## src/rtl/dsr_pkg.sv

```systemverilog
package dsr_pkg;
  localparam int unsigned AUX_W      = 11;
  localparam int unsigned AUX_HI_W   = 8;
  localparam int unsigned CNT_W      = 8;
  localparam int unsigned WIN_FRAMES = 128;

  typedef struct packed {
    logic fresh;
    logic lost;
  } aux_flags_t;
endpackage

```

## src/rtl/dsr_err_window.sv

```systemverilog
module dsr_err_window #(
  parameter int unsigned CNT_W      = dsr_pkg::CNT_W,
  parameter int unsigned WIN_FRAMES = dsr_pkg::WIN_FRAMES
) (
  input  logic             clk_i,
  input  logic             rst_ni,
  input  logic             frame_stb_i,
  input  logic             err_flag_i,
  output logic [CNT_W-1:0] err_cnt_o
);
  localparam int unsigned WIN_W = (WIN_FRAMES > 1) ? $clog2(WIN_FRAMES) : 1;
  localparam logic [WIN_W-1:0] WIN_LAST = WIN_W'(WIN_FRAMES - 1);
  localparam logic [CNT_W-1:0] CNT_MAX  = '1;

  logic [WIN_W-1:0] win_q;
  logic [CNT_W-1:0] acc_q;
  logic [CNT_W-1:0] acc_inc;
  logic             win_close;

  always_comb begin
    acc_inc = acc_q;
    if (err_flag_i && acc_q != CNT_MAX) acc_inc = acc_q + 1'b1;
  end

  assign win_close = frame_stb_i && (win_q == WIN_LAST);

  always_ff @(posedge clk_i or negedge rst_ni) begin
    if (!rst_ni) begin
      win_q     <= '0;
      acc_q     <= '0;
      err_cnt_o <= '0;
    end else if (win_close) begin
      err_cnt_o <= acc_inc;
      acc_q     <= '0;
      win_q     <= '0;
    end else begin
      acc_q <= acc_inc;
      if (frame_stb_i) win_q <= win_q + 1'b1;
    end
  end
endmodule

```

## src/rtl/dsr_aux_latch.sv

```systemverilog
module dsr_aux_latch #(
  parameter int unsigned AUX_W    = dsr_pkg::AUX_W,
  parameter int unsigned AUX_HI_W = dsr_pkg::AUX_HI_W
) (
  input  logic                      clk_i,
  input  logic                      rst_ni,
  input  logic                      frame_stb_i,
  input  logic [AUX_W-1:0]          aux_bits_i,
  input  logic                      rd_aux1_i,
  output logic [AUX_HI_W-1:0]       aux_hi_o,
  output logic [AUX_W-AUX_HI_W-1:0] aux_lo_o,
  output dsr_pkg::aux_flags_t       flags_o
);
  localparam int unsigned LO_W = AUX_W - AUX_HI_W;

  logic [AUX_W-1:0]    word_q;
  dsr_pkg::aux_flags_t flg_q, flg_d;

  always_comb begin
    flg_d = flg_q;
    if (frame_stb_i) begin
      // a same-cycle read consumes the word being replaced
      flg_d.lost  = (flg_q.fresh | flg_q.lost) & ~rd_aux1_i;
      flg_d.fresh = 1'b1;
    end else if (rd_aux1_i) begin
      flg_d = '0;
    end
  end

  always_ff @(posedge clk_i or negedge rst_ni) begin
    if (!rst_ni) begin
      word_q <= '0;
      flg_q  <= '0;
    end else begin
      flg_q <= flg_d;
      if (frame_stb_i) word_q <= aux_bits_i;
    end
  end

  assign aux_hi_o = word_q[AUX_W-1:LO_W];
  assign aux_lo_o = word_q[LO_W-1:0];
  assign flags_o  = flg_q;
endmodule

```

## src/rtl/dsr_cfg_flag.sv

```systemverilog
module dsr_cfg_flag (
  input  logic clk_i,
  input  logic rst_ni,
  input  logic blk16_stb_i,
  input  logic cfg_chg_i,
  input  logic rd_status_i,
  output logic cfg_flag_o
);
  logic pend_q;
  logic raise;

  assign raise = blk16_stb_i && (pend_q || cfg_chg_i);

  always_ff @(posedge clk_i or negedge rst_ni) begin
    if (!rst_ni) begin
      pend_q     <= 1'b0;
      cfg_flag_o <= 1'b0;
    end else begin
      if (blk16_stb_i)    pend_q <= 1'b0;
      else if (cfg_chg_i) pend_q <= 1'b1;
      if (raise)            cfg_flag_o <= 1'b1;
      else if (rd_status_i) cfg_flag_o <= 1'b0;
    end
  end
endmodule

```

## src/rtl/dec_status_regs.sv

```systemverilog
module dec_status_regs #(
  parameter int unsigned AUX_W      = dsr_pkg::AUX_W,
  parameter int unsigned AUX_HI_W   = dsr_pkg::AUX_HI_W,
  parameter int unsigned CNT_W      = dsr_pkg::CNT_W,
  parameter int unsigned WIN_FRAMES = dsr_pkg::WIN_FRAMES
) (
  input  logic                      clk_i,
  input  logic                      rst_ni,
  input  logic                      frame_stb_i,
  input  logic                      err_flag_i,
  input  logic                      blk16_stb_i,
  input  logic                      cfg_chg_i,
  input  logic [AUX_W-1:0]          aux_bits_i,
  input  logic                      rd_status_i,
  input  logic                      rd_aux1_i,
  output logic [CNT_W-1:0]          err_cnt_o,
  output logic                      cfg_flag_o,
  output logic [AUX_HI_W-1:0]       aux_hi_o,
  output logic [AUX_W-AUX_HI_W-1:0] aux_lo_o,
  output logic                      aux_new_o,
  output logic                      aux_ovw_o
);
  dsr_pkg::aux_flags_t aux_flags;

  dsr_err_window #(.CNT_W(CNT_W), .WIN_FRAMES(WIN_FRAMES)) u_err (
    .clk_i       (clk_i),
    .rst_ni      (rst_ni),
    .frame_stb_i (frame_stb_i),
    .err_flag_i  (err_flag_i),
    .err_cnt_o   (err_cnt_o)
  );

  dsr_aux_latch #(.AUX_W(AUX_W), .AUX_HI_W(AUX_HI_W)) u_aux (
    .clk_i       (clk_i),
    .rst_ni      (rst_ni),
    .frame_stb_i (frame_stb_i),
    .aux_bits_i  (aux_bits_i),
    .rd_aux1_i   (rd_aux1_i),
    .aux_hi_o    (aux_hi_o),
    .aux_lo_o    (aux_lo_o),
    .flags_o     (aux_flags)
  );

  dsr_cfg_flag u_cfg (
    .clk_i       (clk_i),
    .rst_ni      (rst_ni),
    .blk16_stb_i (blk16_stb_i),
    .cfg_chg_i   (cfg_chg_i),
    .rd_status_i (rd_status_i),
    .cfg_flag_o  (cfg_flag_o)
  );

  assign aux_new_o = aux_flags.fresh;
  assign aux_ovw_o = aux_flags.lost;
endmodule

```

## config.mk

```make
export PLATFORM = sky130hd
export DESIGN_NAME = dec_status_regs
export DESIGN_NICKNAME = d
export VERILOG_FILES = /design/src/rtl/dsr_pkg.sv /design/src/rtl/dsr_err_window.sv /design/src/rtl/dsr_aux_latch.sv /design/src/rtl/dsr_cfg_flag.sv /design/src/rtl/dec_status_regs.sv
export SDC_FILE = /design/constraint.sdc
export NUM_CORES = 1
export LEC_CHECK = 0
export ABC_AREA = 1
export BUFFER_PORTS_ARGS = -buffer_cell sky130_fd_sc_hd__buf_2
export CORE_MARGIN = 3
export CORE_UTILIZATION = 57
export CTS_CLUSTER_DIAMETER = 120
export DETAILED_ROUTE_END_ITERATION = 10
export PLACE_DENSITY = 0.84
export SYNTH_ARGS = -nofsm -noshare
export SYNTH_HDL_FRONTEND = slang
export SYNTH_HIERARCHICAL = 1
export SYNTH_SLANG_ARGS = --single-unit
```

## constraint.sdc

```tcl
create_clock -name clk_i -period 2.21 [get_ports clk_i]
set_input_delay 0.221 -clock clk_i [delete_from_list [all_inputs] [get_ports clk_i]]
set_output_delay 0.221 -clock clk_i [all_outputs]
set_load 0.02 [all_outputs]
```

==> flow_metrics.env, run 1 <==
export IMPL_timing_rr_end="u_err/win_q[6]"
export IMPL_arrival_ps=1710
export IMPL_dpl_cell_area_um2=1930
export IMPL_slew_violations=0
export IMPL_cpPeakStageDelay_ps=370
export IMPL_antenna_left=0
export IMPL_pre_cts_ws_ps=724
export IMPL_cts_root_buf="clkbuf_4"
export IMPL_overflow=0
export IMPL_rr_worst_depth=7
export IMPL_cap_viol_max_count=0
export IMPL_worstReg2RegStart="u_err/win_q[0]"
export IMPL_timing_fmax_mhz=681
export IMPL_hold_path_end="u_cfg/pend_q"
export IMPL_syn_area_per_cell_um2=8.33
export IMPL_p_leak_nw=1.18
export IMPL_gp_routability_congestion=0.774
export IMPL_ctsHoldBuffers=1
export IMPL_cts_buffers=5
export IMPL_viasPerCell=4.87
export IMPL_reg2reg_slack_ps=740
export IMPL_initial_core_util_pct=61.8
export IMPL_synth_edf_count=0
export IMPL_period_minus_slack_ps=1470
export IMPL_fp_dieW_um=61.4
export IMPL_clockBufferDepth=2
export IMPL_clkSinkCount=38
export IMPL_hp_class="in -> reg"
export IMPL_grt_pass1_vias=1191
export IMPL_seq_area_frac_synth_pct=54.4
export IMPL_status="completed"
export IMPL_dr_pass1_iters=4
export IMPL_finalNetCount=274
export IMPL_die_area_um2=3770
export IMPL_syn2layout_area_growth_pct=14.1
export IMPL_rsz0062_at_grt="no"
export IMPL_synth_area_leaders="dfrtp_1, nand2_1, inv_1"
export IMPL_end_kind="flip-flop"
export IMPL_dp_cells=276
export IMPL_grt_antenna_before_repair=0
export IMPL_drc=0
export IMPL_multiInputGateArea_um2=651
export IMPL_io_pins=41
export IMPL_n_antenna_cell=0
export IMPL_crit_type="reg -> reg"
export IMPL_max_slew_margin_pct=47.0
export IMPL_fin_cells=284
export IMPL_row_count=19
export IMPL_final_cell_area_um2=2000
export IMPL_ir_drop_mv=0.610
export IMPL_yosys_warnings=6
export IMPL_fp_dieH_um=61.4
export IMPL_route_vias_total=1382
export IMPL_first_iter_violations=33
export IMPL_cts_resized=0
export IMPL_h_tree_depth=2
export IMPL_async_flop_share_pct=100
export IMPL_required_ps=2450
export IMPL_whs_ps=31.7
export IMPL_crit_path_start_kind="flip-flop"
export IMPL_path_clk_slew_ps=110
export IMPL_setup_ws_ps=743
export IMPL_core_um2=2830
export IMPL_synth_area_um2=1750
export IMPL_syn_inst=210
export IMPL_postCtsSetupRepairBufs=0
export IMPL_min_from="blk16_stb_i"
export IMPL_finalClockSkew_ps=7.83
export IMPL_synth_top_cell_by_area="dfrtp_1"
export IMPL_synth_top_area_share_pct=54.4
export IMPL_regArea_um2=951
export IMPL_ys_flop_type="dfrtp_1"
export IMPL_setup_tns_ps=0
export IMPL_synth_common_cells="nand2_1, dfrtp_1, inv_1, nor2_1, nand3_1"
export IMPL_dp_hpwl_mm=2.31
export IMPL_power_density_nw_per_um2=930
export IMPL_crit_slowest_cell="dfrtp_1"
export IMPL_grt_pass1_wl_mm=5.29
export IMPL_cts_tree="built"
export IMPL_fill_cells=229
export IMPL_clk_latency_ps=340
export IMPL_ys_seq_elements=38
export IMPL_post_drt_wl_per_cell_um=11.1
export IMPL_hold_viol_final=0
export IMPL_numPortBuffers=40
export IMPL_wirelength_mm=3.14
export IMPL_cp_cell_sequence="ha_1, nand3_2, nor2_4, nand3_4, inv_4, or2_2, inv_1"
export IMPL_setup_violations=0
export IMPL_grt_max_degree=39
export IMPL_tightest_slew_ps=796
export IMPL_grt_total_usage_pct=19.5
export IMPL_yosysMostFrequentCell="nand2_1"
export IMPL_period_share_pct=66.4
export IMPL_crit_fanout=17
export IMPL_syn_nets=231
export IMPL_worstHoldPathCells=2
export IMPL_drive_gt1_share_pct=21.7
export IMPL_synth_cell_types=25
## state kept, by name (all words and copies together), names as in the netlist
| signal | cells |
|---|---|
| u_aux/flags_o | 2 |
| u_aux/word_q | 11 |
| u_err/win_q | 7 |
| u_cfg/cfg_flag_o | 1 |
| u_err/acc_q | 8 |
| u_err/err_cnt_o | 8 |
| u_cfg/pend_q | 1 |
## worst max path at each step
stage                    endpoint           start  cells past startpoint
2_1_floorplan  u_err/err_cnt_o[7]  u_err/acc_q[0]                      7
3_3_place_gp       u_err/win_q[6]     frame_stb_i                      7
3_5_place_dp       u_err/win_q[6]     frame_stb_i                      7
4_1_cts            u_err/win_q[6]  u_err/win_q[0]                      7
5_1_grt        u_err/err_cnt_o[2]  u_err/win_q[0]                      7
6_report           u_err/win_q[6]  u_err/win_q[0]                      7
## power by group
group          switching [mW]  internal (mW)
registers               0.122          0.846
clock network           0.221          0.117
logic                   0.347          0.201
total                   0.691           1.17
## metal layers
layer	vias to the layer above	global-route usage (%)	wire length [um]
met4	0	10.0	21
met5	-	0	0
met1	613	27.1	1550
li1	727	-	-
met3	2	5.24	219
met2	40	28.2	1350
## through the flow
stage | utilization, % | total power, mW
floorplan | - | 1.38
global placement | 68.3 | 1.51
detailed placement | 68.3 | 1.53
CTS | 70.5 | 1.87
global route | 70.5 | 2.02
finish | 70.5 | 1.86
## cell usage in the layout, fill, tap and decap left out, types with 2 or more instances in the layout
cell	instances
nor3_1	2
nand3_2	2
clkbuf_4	5
nand4_1	3
buf_2	40
inv_1	22
clkinvlp_4	2
dfrtp_1	38
nor2_1	18
nand2_1	88
ha_1	2
xor2_1	2
o21ai_0	5
nand3_1	13
## cell type report
class,instances,area share (%)
clock buffers,5,1.88
clock inverters,2,0.752
inverters,24,4.64
multi-input cells,143,32.6
flip-flops and latches,38,47.6
well taps,31,1.94
repair buffers,41,10.5
## cell families after synthesis
group / share of synthesized area, %
xor gates and xnor gates: 1.00
DFF: 54.4
adders and majority gates: 1.43
AOI/OAI and AO/OA: 2.43
and+or+nand+nor: 32.3
buffers and inverters: 8.44
## critical path: cells and delay by family, from the launching register on
| family | cells | cell delay (ps) |
|---|---|---|
| buffers and inverters | 2 | 230 |
| and+or+nand+nor | 4 | 570 |
| adders and majority gates | 1 | 190 |
| DFF | 1 | 370 |
(Power assumes the default switching activity.)
==> run 2, diff against run 1 <==
Settings changed: ABC_AREA 1 to 0, CORE_UTILIZATION 57 to 47, PLACE_DENSITY 0.84 to 0.74.
Clock period 2.21 ns to 1.2 ns, I/O delays scaled along.
==> run 2 against run 1 <==
Compared with the run above: the flow now finishes with violations (setup timing); core utilization increased by 3.8 points; register-to-register slack worse by 1000 ps; combinational power increased to 3.4 times the previous value; sequential power grew 97%; largest power group unchanged; non-clock buffer count up 39; via count is 1.4% lower.
==> flow_metrics.env, run 2 <==
export IMPL_status="finished, violations left"
export IMPL_violations="setup timing"
export IMPL_yosys_warnings=6
export IMPL_dp_cells=238
export IMPL_cap_viol_max_count=0
export IMPL_timing_fmax_mhz=684
export IMPL_period_share_pct=122
export IMPL_row_count=21
export IMPL_n_antenna_cell=0
export IMPL_syn2layout_area_growth_pct=48.9
export IMPL_path_clk_slew_ps=120
export IMPL_drc=0
export IMPL_post_drt_wl_per_cell_um=15.2
export IMPL_grt_total_usage_pct=19.0
export IMPL_route_vias_total=1362
export IMPL_period_minus_slack_ps=1460
export IMPL_grt_antenna_before_repair=0
export IMPL_hold_viol_final=0
export IMPL_ys_flop_type="dfrtp_1"
export IMPL_syn_nets=154
export IMPL_power_density_nw_per_um2=1840
export IMPL_async_flop_share_pct=100
export IMPL_clk_latency_ps=340
export IMPL_fin_cells=265
export IMPL_fin_util_pct=74.4
export IMPL_drive_gt1_share_pct=54.8
export IMPL_dr_pass1_iters=4
export IMPL_seq_area_frac_synth_pct=56.2
export IMPL_crit_type="reg -> reg"
export IMPL_synth_common_cells="dfrtp_1, nor2_1, mux2_4, mux2_2, nand3_1"
export IMPL_fill_cells=218
export IMPL_top_register="u_aux/word_q"
export IMPL_initial_core_util_pct=49.9
export IMPL_end_kind="flip-flop"
export IMPL_gp_routability_congestion=0.888
export IMPL_fp_dieH_um=66.0
export IMPL_required_ps=1460
export IMPL_io_pins=41
export IMPL_clockBufferDepth=2
export IMPL_crit_path_start_kind="flip-flop"
export IMPL_synth_top_cell_by_area="dfrtp_1"
export IMPL_final_common_cell="buf_2"
export IMPL_yosysMostFrequentCell="dfrtp_1"
export IMPL_mostFrequentLayoutCells="buf_2, dfrtp_1, buf_4"
export IMPL_finalNetCount=239
export IMPL_synth_area_um2=1690
export IMPL_grt_pass1_vias=1409
export IMPL_synth_cell_types=34
export IMPL_ir_drop_mv=1.09
export IMPL_synth_top_area_share_pct=56.2
export IMPL_pre_cts_ws_ps=-216
export IMPL_max_slew_margin_pct=68.5
export IMPL_h_tree_depth=2
export IMPL_first_iter_violations=76
export IMPL_whs_ps=28.6
export IMPL_largest_reg_flops=11
export IMPL_ys_seq_elements=38
export IMPL_die_area_um2=4360
export IMPL_reg_top3="u_aux/word_q (11), u_err/acc_q (8), u_err/err_cnt_o (8)"
export IMPL_antenna_left=0
export IMPL_cts_tree="built"
export IMPL_cts_buffers=5
export IMPL_grt_max_degree=39
export IMPL_synth_edf_count=0
export IMPL_cts_root_buf="clkbuf_4"
export IMPL_finalClockSkew_ps=10.5
export IMPL_numPortBuffers=40
export IMPL_setup_ws_ps=-262
export IMPL_grt_pass1_wl_mm=6.15
export IMPL_syn_area_per_cell_um2=12.7
export IMPL_rsz0062_at_grt="yes"
export IMPL_slew_violations=0
export IMPL_fp_dieW_um=66.0
export IMPL_viasPerCell=5.14
export IMPL_dp_hpwl_mm=2.53
export IMPL_overflow=0
export IMPL_setup_violations=19
export IMPL_arrival_ps=1720
export IMPL_syn_inst=133
export IMPL_clkSinkCount=38
export IMPL_synth_area_leaders="dfrtp_1, mux2_4, mux2_2"
export IMPL_hp_class="in -> reg"
export IMPL_wirelength_mm=4.03
export IMPL_crit_fanout=3
export IMPL_core_um2=3390
export IMPL_tightest_slew_ps=472
export IMPL_p_leak_nw=1.21
[run 2: changes by cell type after synthesis, moves of 2 or more]
cell     delta
o31ai_1     +4
nor2_1      -2
nor2b_1     +2
mux2i_1     +3
mux2_4      +8
nand2_1    -85
nand3_1     -6
a21oi_1     +5
mux2_2      +7
o21ai_1     +2
inv_1      -18
xnor2_1     +4
[run 2: power by group]
| part | leakage [nW] | switching [mW] | internal [mW] |
|---|---|---|---|
| registers | 0.461 | 0.342 | 1.57 |
| clock network | 0.0374 | 0.440 | 0.437 |
| logic | 0.709 | 0.831 | 1.02 |
| total | 1.21 | 1.61 | 3.03 |
[run 2: final timing paths]
path	slack (ps)	endpoint	from	depth (start not counted)
worst max-delay path	-260	u_err/err_cnt_o[7]	u_err/acc_q[0]	6
worst min-delay path	30	u_aux/word_q[5]	aux_bits_i[5]	2
worst max register to register	-260	u_err/err_cnt_o[7]	u_err/acc_q[0]	6
worst min register to register	510	u_aux/flags_o[0]	u_aux/flags_o[0]	2
max in group asynchronous	500	u_err/acc_q[6]	rst_ni	3
min in group asynchronous	330	u_err/err_cnt_o[7]	rst_ni	3
[run 2: critical path: stages, from the launching register on]
cell	delay, ps
dfrtp_1	440
buf_4	150
nand3_4	110
o31ai_4	260
o41ai_2	100
buf_4	150
o31ai_2	160
[run 2: cells by family (layout without fill, tap and decap cells)]
group	after synthesis	after routing	share of synthesized area, %
buffers and inverters	6	92	2.00
AND/OR/NAND/NOR	40	40	14.8
flip-flops	38	38	56.2
multiplexers	18	18	13.5
XOR/XNOR	6	6	3.10
adder cells (fa/ha/maj)	2	2	1.48
AO/OA/AOI/OAI	23	23	8.94
[run 2: final cells by class]
type / count / area [um2] / area share [%]
sequential: 38 / 956 / 37.9
clock inverter: 3 / 45.0 / 1.79
inverter: 4 / 15.0 / 0.596
tap: 46 / 57.6 / 2.28
timing repair buffer: 80 / 566 / 22.4
multi-input combinational: 89 / 845 / 33.5
clock buffer: 5 / 37.5 / 1.49
[run 2: repair_timing]
item                       in CTS  in global routing
setup buffers                   1                  4
hold endpoints to repair       50                  1
pin swaps                       6                  9
hold buffers                   13                  1
setup endpoints to repair      18                 21
gates resized for setup        13                 20
[run 2: per-layer routing]
layer | routed length, um | vias up | track usage (%)
met4 | 49 | 0 | 7.61
met3 | 249 | 6 | 6.46
met2 | 2240 | 50 | 35.7
li1 | - | 647 | -
met5 | 0 | - | 0
met1 | 1500 | 659 | 18.9
[run 2: per-stage QoR]
stage	total power, mW	instance area [um2]	TNS [ps]
2_1_floorplan	2.66	1730	-733
3_3_place_gp	3.22	2120	-1140
3_5_place_dp	3.32	2120	-1870
4_1_cts	4.35	2380	-2170
5_1_grt	4.91	2520	-4100
6_report	4.64	2520	-2720
==> run 3, diff against run 2 <==
Settings changed: RECOVER_POWER from default to 50.
==> run 3 against run 2 <==
Compared with the run above: the run still ends with setup timing left; highest routed layer unchanged; via count about the same; combinational power about the same; count of clock-buffer cells in the layout unchanged; clock power about the same; critical endpoint unchanged; clock skew about the same; sequential cell count unchanged; register-to-register slack about the same; final cell count unchanged; non-clock buffer count unchanged; global-route usage unchanged; routed wire length about the same; critical path depth unchanged.
==> flow_metrics.env, run 3 (same netlist as run 2, synthesis figures left out) <==
export IMPL_hp_class="in -> reg"
export IMPL_mostFrequentLayoutCells="buf_2, dfrtp_1, buf_4"
export IMPL_cts_buffers=5
export IMPL_dp_hpwl_mm=2.53
export IMPL_grt_max_degree=39
export IMPL_reg_top3="u_aux/word_q (11), u_err/acc_q (8), u_err/err_cnt_o (8)"
export IMPL_setup_violations=19
export IMPL_route_vias_total=1361
export IMPL_initial_core_util_pct=49.9
export IMPL_viasPerCell=5.14
export IMPL_grt_antenna_before_repair=0
export IMPL_max_slew_margin_pct=45.3
export IMPL_final_cell_area_um2=2520
export IMPL_power_switching_mw=1.61
export IMPL_antenna_left=0
export IMPL_syn2layout_area_growth_pct=48.8
export IMPL_fp_dieW_um=66.0
export IMPL_overflow=0
export IMPL_timing_fmax_mhz=684
export IMPL_crit_path_start_kind="flip-flop"
export IMPL_status="finished, violations left"
export IMPL_clockBufferDepth=2
export IMPL_slew_violations=0
export IMPL_gp_routability_congestion=0.888
export IMPL_dpl_cell_area_um2=2120
export IMPL_arrival_ps=1720
export IMPL_h_tree_depth=2
export IMPL_rr_worst_depth=6
export IMPL_finalClockSkew_ps=10.5
export IMPL_critPathLaunch="u_err/acc_q[0]"
export IMPL_crit_type="reg -> reg"
export IMPL_grt_pass1_wl_mm=6.15
export IMPL_io_pins=41
export IMPL_finalPower_mw=4.64
export IMPL_seq_power_share_pct=41.2
export IMPL_post_drt_wl_per_cell_um=15.2
export IMPL_hold_viol_final=0
export IMPL_end_kind="flip-flop"
export IMPL_cts_root_buf="clkbuf_4"
export IMPL_switching_share_pct=34.7
export IMPL_p_int_mw=3.03
export IMPL_path_clk_slew_ps=120
export IMPL_path_common_cell="buf_4"
export IMPL_largest_reg_flops=11
export IMPL_comb_power_share_pct=39.9
export IMPL_clk_latency_ps=340
export IMPL_fp_dieH_um=66.0
export IMPL_violations="setup timing"
export IMPL_cap_viol_max_count=0
export IMPL_fin_util_pct=74.3
export IMPL_die_area_um2=4360
export IMPL_dr_pass1_iters=4
export IMPL_cts_tree="built"
export IMPL_pre_cts_ws_ps=-216
export IMPL_n_antenna_cell=0
export IMPL_period_minus_slack_ps=1460
export IMPL_timing_rr_end="u_err/err_cnt_o[7]"
export IMPL_crit_fanout=3
export IMPL_drc=0
export IMPL_wirelength_mm=4.03
export IMPL_setup_tns_ps=-2720
export IMPL_final_common_cell="buf_2"
export IMPL_fill_cells=219
export IMPL_cp_cell_sequence="buf_4, nand3_4, o31ai_4, o41ai_2, buf_4, o31ai_2"
export IMPL_finalNetCount=239
export IMPL_setup_ws_ps=-262
export IMPL_clockPowerShare_pct=18.9
export IMPL_power_density_nw_per_um2=1840
export IMPL_period_share_pct=122
export IMPL_p_leak_nw=1.21
export IMPL_grt_total_usage_pct=19.0
export IMPL_reg2reg_slack_ps=-260
export IMPL_required_ps=1460
export IMPL_rsz0062_at_grt="yes"
export IMPL_crit_slowest_cell="dfrtp_1"
export IMPL_tightest_slew_ps=821
export IMPL_first_iter_violations=76
export IMPL_grt_pass1_vias=1409
export IMPL_numPortBuffers=40
export IMPL_worstReg2RegStart="u_err/acc_q[0]"
export IMPL_top_register="u_aux/word_q"
export IMPL_clkSinkCount=38
export IMPL_core_um2=3390
export IMPL_cpPeakStageDelay_ps=440
export IMPL_ir_drop_mv=1.09
export IMPL_row_count=21
export IMPL_endpoint="u_err/err_cnt_o[7]"
export IMPL_drive_gt1_share_pct=54.8
## run 3: cell type report
cell class / count / area (um2) / area share (%)
repair buffers: 80 / 563 / 22.4
multi-input cells: 89 / 845 / 33.5
clock buffers: 5 / 37.5 / 1.49
clock inverters: 3 / 45.0 / 1.79
well taps: 46 / 57.6 / 2.29
flip-flops and latches: 38 / 956 / 38.0
inverters: 4 / 15.0 / 0.596
## run 3: what timing repair did
action	in CTS	in global routing
pin swaps	6	9
hold endpoints to repair	50	1
setup buffers	1	4
resized for setup	13	20
setup endpoints to repair	18	21
hold buffers	13	1
## run 3: metal layers
metal	track usage, %	wire, um	vias to the layer above
met5	0	0	-
met2	35.7	2240	50
met4	7.61	49	0
met3	6.46	253	6
li1	-	-	647
met1	18.9	1490	658
## run 3: how the worst min path moves through the flow
stage | end | slack (ps) | start | cells after the start
final | u_aux/word_q[5] | 30 | aux_bits_i[5] | 2
after detailed placement | u_err/err_cnt_o[4] | 200 | rst_ni | 2
after CTS | u_aux/word_q[2] | 0.5 | aux_bits_i[2] | 2
after global placement | u_err/err_cnt_o[4] | 180 | rst_ni | 2
after global routing | u_aux/word_q[5] | 10 | aux_bits_i[5] | 2
after floorplan | u_aux/flags_o[0] | -180 | rst_ni | 0
## run 3: stage by stage
step           cells  hold WS (ps)
2_1_floorplan    133          -176
3_3_place_gp     238           180
3_5_place_dp     238           199
4_1_cts          260         0.518
5_1_grt          265          10.6
6_report         265          28.7
## run 3: worst max-delay path: cells and delay by family, from the launching register on
family          cells  cell delay [ps]
simple gates        1              110
compound gates      3              520
buf+inv             2              300
flops               1              440
## run 3: power groups by stage
stage / Sequential [mW] / Clock, mW / Combinational (mW)
6_report: 1.91 / 0.877 / 1.85
5_1_grt: 1.94 / 0.967 / 1.99
4_1_cts: 1.90 / 0.899 / 1.55
3_5_place_dp: 1.90 / 0 / 1.42
3_3_place_gp: 1.87 / 0 / 1.35
2_1_floorplan: 1.98 / 0 / 0.688
